`config.mk`:
```
export PLATFORM = sky130hd
export DESIGN_NAME = cordic_rotator
export DESIGN_NICKNAME = d
export VERILOG_FILES = /design/src/rtl/cordic_rotator.sv
export SDC_FILE = /design/constraint.sdc
export NUM_CORES = 2
export LEC_CHECK = 0
export BUFFER_PORTS_ARGS = -buffer_cell sky130_fd_sc_hd__buf_2
export CAP_MARGIN = 40
export CORE_MARGIN = 2
export CORE_UTILIZATION = 65
export CTS_BUF_LIST = sky130_fd_sc_hd__clkbuf_16
export CTS_CLUSTER_DIAMETER = 150
export CTS_CLUSTER_SIZE = 28
export DETAILED_ROUTE_END_ITERATION = 7
export PLACE_DENSITY = 0.84
export SLEW_MARGIN = 20
export SYNTH_ARGS = -nofsm -noshare
export SYNTH_HDL_FRONTEND = slang
export SYNTH_SLANG_ARGS = --single-unit
```
`constraint.sdc`:
```
create_clock -name clk -period 12.98 [get_ports clk]
set_input_delay 1.298 -clock clk [delete_from_list [all_inputs] [get_ports clk]]
set_output_delay 1.298 -clock clk [all_outputs]
set_load 0.01 [all_outputs]
```
`src/rtl/cordic_rotator.sv`:
```
module cordic_rotator #(
  parameter int W    = 32,
  parameter int ITER = 30,
  localparam int IW  = $clog2(ITER)
) (
  input  logic                clk,
  input  logic                rst_n,
  input  logic                start,
  input  logic [1:0]          mode,
  input  logic signed [W-1:0] x_in,
  input  logic signed [W-1:0] y_in,
  input  logic signed [W-1:0] z_in,
  output logic                busy,
  output logic                done,
  output logic signed [W-1:0] x_out,
  output logic signed [W-1:0] y_out
);

  localparam real PI_R = 3.14159265358979323846;
  localparam logic signed [W-1:0] QUARTER = W'(1) <<< (W-2);
  localparam logic signed [W-1:0] HALF    = W'(1) <<< (W-1);
  localparam logic signed [W-1:0] KINV    = W'($rtoi(0.6072529350088813 * (2.0 ** (W-2)) + 0.5));
  localparam logic signed [W-1:0] ZLIM    = W'(3) <<< (W-3);

  function automatic logic signed [W-1:0] atan_code(input int i);
    real r;
    r = $atan(2.0 ** (-i)) / PI_R * (2.0 ** (W-1));
    return W'($rtoi(r + 0.5));
  endfunction

  function automatic logic signed [W-1:0] gain_comp(input logic signed [W-1:0] v);
    logic signed [2*W-1:0] p;
    p = v * KINV;
    return p[2*W-3:W-2];
  endfunction

  logic signed [W-1:0] atan_tab [ITER];
  for (genvar g = 0; g < ITER; g++) begin : g_tab
    localparam logic signed [W-1:0] ENTRY = atan_code(g);
    assign atan_tab[g] = ENTRY;
  end

  logic signed [W-1:0] x_q, y_q, z_q;
  logic [IW-1:0]       idx_q;
  logic                busy_q, done_q;

  logic signed [W-1:0] x_seed, y_seed, z_fold;
  logic                fold;

  always_comb begin
    case (mode)
      2'b00:   begin x_seed = KINV;            y_seed = '0;   end
      2'b10:   begin x_seed = gain_comp(x_in); y_seed = '0;   end
      default: begin x_seed = x_in;            y_seed = y_in; end
    endcase
  end

  assign fold   = (z_in > QUARTER) || (z_in < -QUARTER);
  assign z_fold = fold ? z_in + HALF : z_in;

  logic signed [W-1:0] x_sh, y_sh, ang;
  assign x_sh = x_q >>> idx_q;
  assign y_sh = y_q >>> idx_q;
  assign ang  = atan_tab[idx_q];

  always_ff @(posedge clk or negedge rst_n) begin
    if (!rst_n) begin
      x_q    <= '0;
      y_q    <= '0;
      z_q    <= '0;
      idx_q  <= '0;
      busy_q <= 1'b0;
      done_q <= 1'b0;
    end else begin
      done_q <= 1'b0;
      if (!busy_q) begin
        if (start) begin
          x_q    <= fold ? -x_seed : x_seed;
          y_q    <= fold ? -y_seed : y_seed;
          z_q    <= z_fold;
          idx_q  <= '0;
          busy_q <= 1'b1;
        end
      end else begin
        if (!z_q[W-1]) begin
          x_q <= x_q - y_sh;
          y_q <= y_q + x_sh;
          z_q <= z_q - ang;
        end else begin
          x_q <= x_q + y_sh;
          y_q <= y_q - x_sh;
          z_q <= z_q + ang;
        end
        if (idx_q == IW'(ITER-1)) begin
          busy_q <= 1'b0;
          done_q <= 1'b1;
        end else begin
          idx_q <= idx_q + 1'b1;
        end
      end
    end
  end

  assign busy  = busy_q;
  assign done  = done_q;
  assign x_out = x_q;
  assign y_out = y_q;

  assert_done_single_R3: assert property (@(posedge clk) disable iff (!rst_n)
    done_q |=> !done_q);

  assert_done_after_last_R3: assert property (@(posedge clk) disable iff (!rst_n)
    $rose(done_q) |-> $past(busy_q) && $past(idx_q) == IW'(ITER-1));

  assert_index_steps_R3: assert property (@(posedge clk) disable iff (!rst_n)
    busy_q && idx_q != IW'(ITER-1) |=> busy_q && idx_q == $past(idx_q) + 1'b1);

  assert_start_ignored_R7: assert property (@(posedge clk) disable iff (!rst_n)
    busy_q && start && idx_q != IW'(ITER-1) |=> busy_q && idx_q != '0);

  assert_hold_idle_R8: assert property (@(posedge clk) disable iff (!rst_n)
    !busy_q && !start |=> $stable(x_q) && $stable(y_q) && !busy_q);

  assert_residue_bound_R10: assert property (@(posedge clk) disable iff (!rst_n)
    busy_q |-> (z_q < ZLIM) && (z_q > -ZLIM));

endmodule

```
**Word level (Yosys, flattened, before mapping)**

Memory sizes are Yosys's and may differ from the RTL's.
Cells that the tools add are included.
Widths: inputs -> output; s select.

- Add/sub/neg operators: 10
- $mul: 1
- $lt $le $gt $ge: 3
- Eq/ne operators: 3
- Shift-type cells: 2
- Muxes and demuxes: 24
- Bitwise logic cells: 1
- Reduce and logical (&&, ||, !) cells: 5

Operators by type and width:

| kind | number |
|---|---|
| $mux 32 | 15 |
| $add 32x32->32 | 3 |
| $sub 32x32->32 | 3 |
| $neg 32->32 | 2 |
| $pmux 32 s2 | 1 |
| $sshr 32x5->32 | 2 |
| $mul 32x30->61 const B | 1 |
| $add 32x32->32 const B | 1 |
| $gt 32x32->1 const B | 1 |
| $lt 32x31->1 const B | 1 |
| $mux 5 | 3 |
| $ge 6x6->1 const B | 1 |
| $not 5->6 | 1 |
| $add 5x1->5 const B | 1 |
| $eq 5x5->1 const B | 1 |
| $mux 1 | 5 |
| $eq 2x2->1 const B | 1 |
| $logic_not 2->1 | 1 |
| $ne 2x2->1 const B | 1 |
| $reduce_and 2->1 | 1 |
| $reduce_bool 2->1 | 1 |
| $reduce_or 2->1 | 1 |
| $logic_or 1x1->1 | 1 |

- Flip-flop bits (word level): 103
- Memory bits (read-only): 1024
- Word-level logic and storage cells: 56
- Memories: 1

Memory list:

| memory | depth | width | rd ports | clocked after memory_dff | wr ports | line | text |
|---|---|---|---|---|---|---|---|
| (name not given) | 32 | 32 | 1 | 0 | 0 | 64 | `assign ang = atan_tab[idx_q];` |

**Depth between registers and ports, before layout**

- Word-level depth: 7
- Gate-level depth with buffers: 34
- Depth with buffers taken out: 33

**Worst setup path before layout**

No wires, ideal clock.

- Kind: input port to flip-flop
- From: input port x_in[13]
- To: register x_q[19] (netlist: x_out[19])
- Setup time: 64 ps
- Arrival time: 8977 ps
- Required time: 12916 ps
- Path slack: 3939 ps
- Stages: 31
- Cell sequence: ha_1 > clkbuf_1 > xor2_1 > ha_1 > a21o_1 > fa_1 > inv_1 > fa_1 > inv_1 > fa_1 > fa_1 > fa_1 > inv_1 > fa_1 > inv_1 > ha_1 > buf_2 > and4_1 > a211oi_1 > a211oi_1 > o21a_1 > nor4_1 > o21ai_0 > a221o_1 > or4_1 > or3_4 > nor3_2 > a21oi_1 > xor2_1 > a211oi_1 > a21o_1

- Longest elaborated chain between the ends: 6

RTL lines:

| what | line | text |
|---|---|---|
| from (decl) | 10 | `input logic signed [W-1:0] x_in,` |
| $mul 32x30->61 | 33 | `p = v * KINV;` |
| $pmux 32 s2 (*) | 51 | `case (mode)` |
| $neg 32->32 | 78 | `x_q <= fold ? -x_seed : x_seed;` |
| $mux 32 (*) | 78 |  |
| $mux 32 (*) | 77 | `if (start) begin` |
| $mux 32 (*) | 76 | `if (!busy_q) begin` |
| to (signal assigned) | 78 |  |
| to (signal assigned) | 86 | `x_q <= x_q - y_sh;` |
| to (signal assigned) | 90 | `x_q <= x_q + y_sh;` |
| to (decl) | 43 | `logic signed [W-1:0] x_q, y_q, z_q;` |

Every way passes the cells marked *; elsewhere a longest branch is shown, timed or not. The select of a mux whose other input is x is not followed.
A chain may end at the register's enable or synchronous reset.

**Worst setup path after layout**

- From: input port x_in[31]
- To: register x_q[29] (netlist: x_out[29])

- Longest elaborated chain between the ends: 6

RTL lines:

| what | line |
|---|---|
| $mul 32x30->61 (*) | 33 |
| $pmux 32 s2 (*) | 51 |
| $neg 32->32 | 78 |
| $mux 32 (*) | 78 |
| $mux 32 (*) | 77 |
| $mux 32 (*) | 76 |

Marks and branches as above.

==> results.txt <==
----------------------------------------------------
[Status]
  Run status ... finished clean

[Routing]
  Number of nets with antenna violations after detailed routing ... 0
  Via density per instance ... 6.42
  Remaining routing DRC violations ... 0
  Violation count after the first detailed-route iteration ... 3,575
  Final WL ... 117,000 um
  Number of iterations in the first detailed-routing pass ... 8
  Average routed wire per standard cell ... 23.4 um
  Vias after detailed routing ... roughly 32,000

[Clock network]
  Sinks on the clock net ... 103
  TritonCTS clock tree ... done
  Number of buffers inserted during clock tree synthesis ... 9
  Number of gates resized after cts ... 0
  Clock H-tree levels ... 3
  Clock Pin Slew Worst Setup and Hold Paths ... 0.09 ns
  Hold-fix buffers at CTS ... 0
  Max clock buf depth ... 2
  CTS Root Buffer Type ... clkbuf_16
  Clock Latency Late Sink ... 0.41 ns
  Number of setup buffers added after CTS ... 0

[Logic synthesis]
  Synthesized area ... ~36,000 um^2
  Net count after synthesis ... roughly 5,200
  Mean post-synth cell area ... about 8.5 um^2
  Main flop type after synthesis ... dfrtp_1
  Number of enable-type register cells in the synthesized netlist ... 0
  Distinct cell type count of the synthesized netlist ... 97
  Post-synthesis instance total ... 4,244
  Count of synthesis-stage warnings from yosys ... 0
  Sequential share of the synthesized area ... 0.0716
  Share of synthesized registers carrying an async set or reset ... 1.00
  Number of register bits inferred by synthesis ... 103

[GRT]
  Antenna violations before repair ... 3
  Via count of the first global-routing pass ... 31,800
  Congestion Overflow GR ... 0
  Wire length of the first global-routing pass ... 182,000 um
  Largest net degree at the start of global routing ... 82
  Overall fraction of global-route tracks in use ... 0.416

[Floorplan]
  Number of placement rows ... 86
  Die Ht ... 239 um
  Total Die Area ... 57,300 um^2
  Area inside the core boundary ... approximately 55,000 um^2
  Starting density of the core ... 0.656
  Die Span X ... 239 um
  Number of primary I/O pins ... 167

[Worst setup path]
  CP required ... 13.23 ns
  Critical path peak fanout ... 45
  Most frequent cell on the critical path ... inv_1
  Kind of start point of the critical path ... primary input
  Slack of the worst reg-to-reg path ... ~5 ns
  Critical path start-end classification ... primary input to register
  Arrival time at the worst endpoint ... 10.55 ns
  FF-to-FF Start ... idx_q[0]
  Cell with the largest stage delay on the worst path ... o31ai_1
  Capturing point of the worst reg2reg path ... z_q[31]
  Maximum single-stage delay on the critical path ... 0.70 ns
  Critical path endpoint category ... register
  R2R cell count ... 24

[Placement]
  Global placement routability congestion ... ~1.1
  Post-DP HPWL ... 98,400 um
  Placement-stage worst setup slack ... 2.37 ns
  Number of buffers added on ports ... 166
  DP Cell Count ... 4,982

[Finish]
  Ratio of cells with drive above 1 in the final layout ... 0.0843
  Count of placed standard cells in the final layout, fillers left out ... 5,012
  Sequential Area ... 2590 um^2
  Number of fillers in the final layout ... 4,531
  Area of the multi-input gates ... between 20,000 and 30,000 um^2
  Area growth, synth to finish ... 4.63%
  Final #Nets ... ~5,300

[Timing]
  Unrepaired setup endpoints after global routing ... no
  Slew headroom ... 0.428
  Total of endpoints with negative setup slack in the final report ... 0
  Worst clock skew ... 0.0213 ns
  Maximum achievable frequency ... 97.1 MHz
  Setup TNS Final ... 0 ns
  Share of the clock period used by the worst path after layout ... 0.794
  Final setup slack of the worst path ... between 2 and 3 ns
  Min Tclk post-route ... 10.30 ns
  Final hold violations ... 0
  Transition time at the pin with the least slew margin ... 0.849 ns
  Count of final max-slew check failures ... 0

[Worst hold path]
  Worst hold path class ... register to register
  Worst Hold Path EP ... z_q[0]
  Min-delay src ... z_q[0]
  Worst hold stages ... 2

[Run]
  MaxCap Viol Count ... 0

----------------------------------------------------
==> cell usage after synthesis (14+ instances only) <==
library cell / number / area, um^2
nor3_1: 49 / 245
ha_1: 448 / 5610
or3_1: 17 / 106
nand4_1: 33 / 206
and2_1: 25 / 156
o31ai_1: 14 / 105
mux2_2: 28 / 315
inv_1: 755 / 2830
a21oi_1: 302 / 1510
o21a_1: 34 / 255
nand2b_1: 30 / 188
a211oi_1: 25 / 188
o21ai_0: 240 / 1200
xor2_1: 142 / 1240
buf_2: 20 / 100
o211ai_1: 20 / 150
a31oi_1: 36 / 225
a221oi_1: 16 / 140
o22ai_1: 16 / 100
nand3_1: 48 / 240
nand2_1: 324 / 1220
xnor2_1: 156 / 1370
mux4_2: 59 / 1330
a21o_1: 74 / 556
nor2_1: 240 / 901
o21bai_1: 23 / 173
dfrtp_1: 103 / 2580
nor2b_1: 35 / 219
fa_1: 440 / 8810
mux2i_1: 121 / 1210
a22oi_1: 15 / 113
clkbuf_1: 103 / 387
buf_1: 25 / 93.8
and3_1: 24 / 150
nor4_1: 20 / 125
==> worst max path at each step <==
stage | start | to | depth (start not counted)
floorplan | x_in[13] | x_out[19] | 31
global placement | x_in[31] | x_out[29] | 32
detailed placement | x_in[31] | x_out[29] | 32
CTS | x_in[31] | x_out[29] | 32
global route | x_in[31] | x_out[19] | 32
finish | x_in[31] | x_out[29] | 32
==> worst max-delay path: cells and delay by family <==
kind	cells	cell delay, ns
compound gates	8	2.29
xor+xnor	1	0.19
fa+ha+maj	9	3.89
buf+inv	9	1.24
mux	1	0.15
simple gates	4	1.44
==> metrics by stage <==
step | utilization | instance area [um^2] | hold WS (ns)
finish | 0.686 | 37600 | 0.586
global route | 0.685 | 37600 | 0.616
CTS | 0.685 | 37600 | 0.592
detailed placement | 0.679 | 37300 | 0.568
global placement | 0.678 | 37200 | 0.551
floorplan | - | 36000 | 0.536
==> area by class of cell <==
| type | instances | share of cell area |
|---|---|---|
| antenna | 12 | 0.000798 |
| clock buffer | 9 | 0.00598 |
| clock inverter | 7 | 0.00216 |
| inverter | 759 | 0.0757 |
| multi-input combinational | 3221 | 0.793 |
| sequential | 103 | 0.0689 |
| tap | 704 | 0.0234 |
| timing repair buffer | 197 | 0.0296 |
==> logic make-up after synthesis <==
family	Yosys count	share of synthesized area
AND/OR/NAND/NOR	898	0.117
multiplexers	208	0.0794
flip-flops	103	0.0716
AO/OA/AOI/OAI	929	0.160
adder cells (fa/ha/maj)	888	0.401
XOR/XNOR	298	0.0725
buffers and inverters	920	0.0986
==> layer usage <==
layer / routed length (um) / global-route usage / vias to the layer above / share of wire
met3: 12400 / 0.0922 / 435 / 0.11
met5: 33 / 0 / - / 0.00028
met4: 7180 / 0.217 / 4 / 0.061
li1: - / - / 14300 / -
met2: 52600 / 0.646 / 1894 / 0.45
met1: 45100 / 0.545 / 15500 / 0.38
==> registers in the layout, indices dropped and copies added, names as in the netlist <==
| name | flops |
|---|---|
| z_q | 32 |
| done | 1 |
| busy | 1 |
| idx_q | 5 |
| x_out | 32 |
| y_out | 32 |
==> cells in the final DEF (no fill, tap or decap), types with 120 or more instances in the layout <==
master	netlist	routed
inv_1	755	752
ha_1	448	448
fa_1	440	440
nand2_1	324	324
a21oi_1	302	302
o21ai_0	240	240
nor2_1	240	240
buf_2	20	165
xnor2_1	156	156
xor2_1	142	142
mux2i_1	121	120
Power is left out: the tool's default activity adds up to more than one toggle a clock period on the data nets, which glitch-free logic cannot reach.
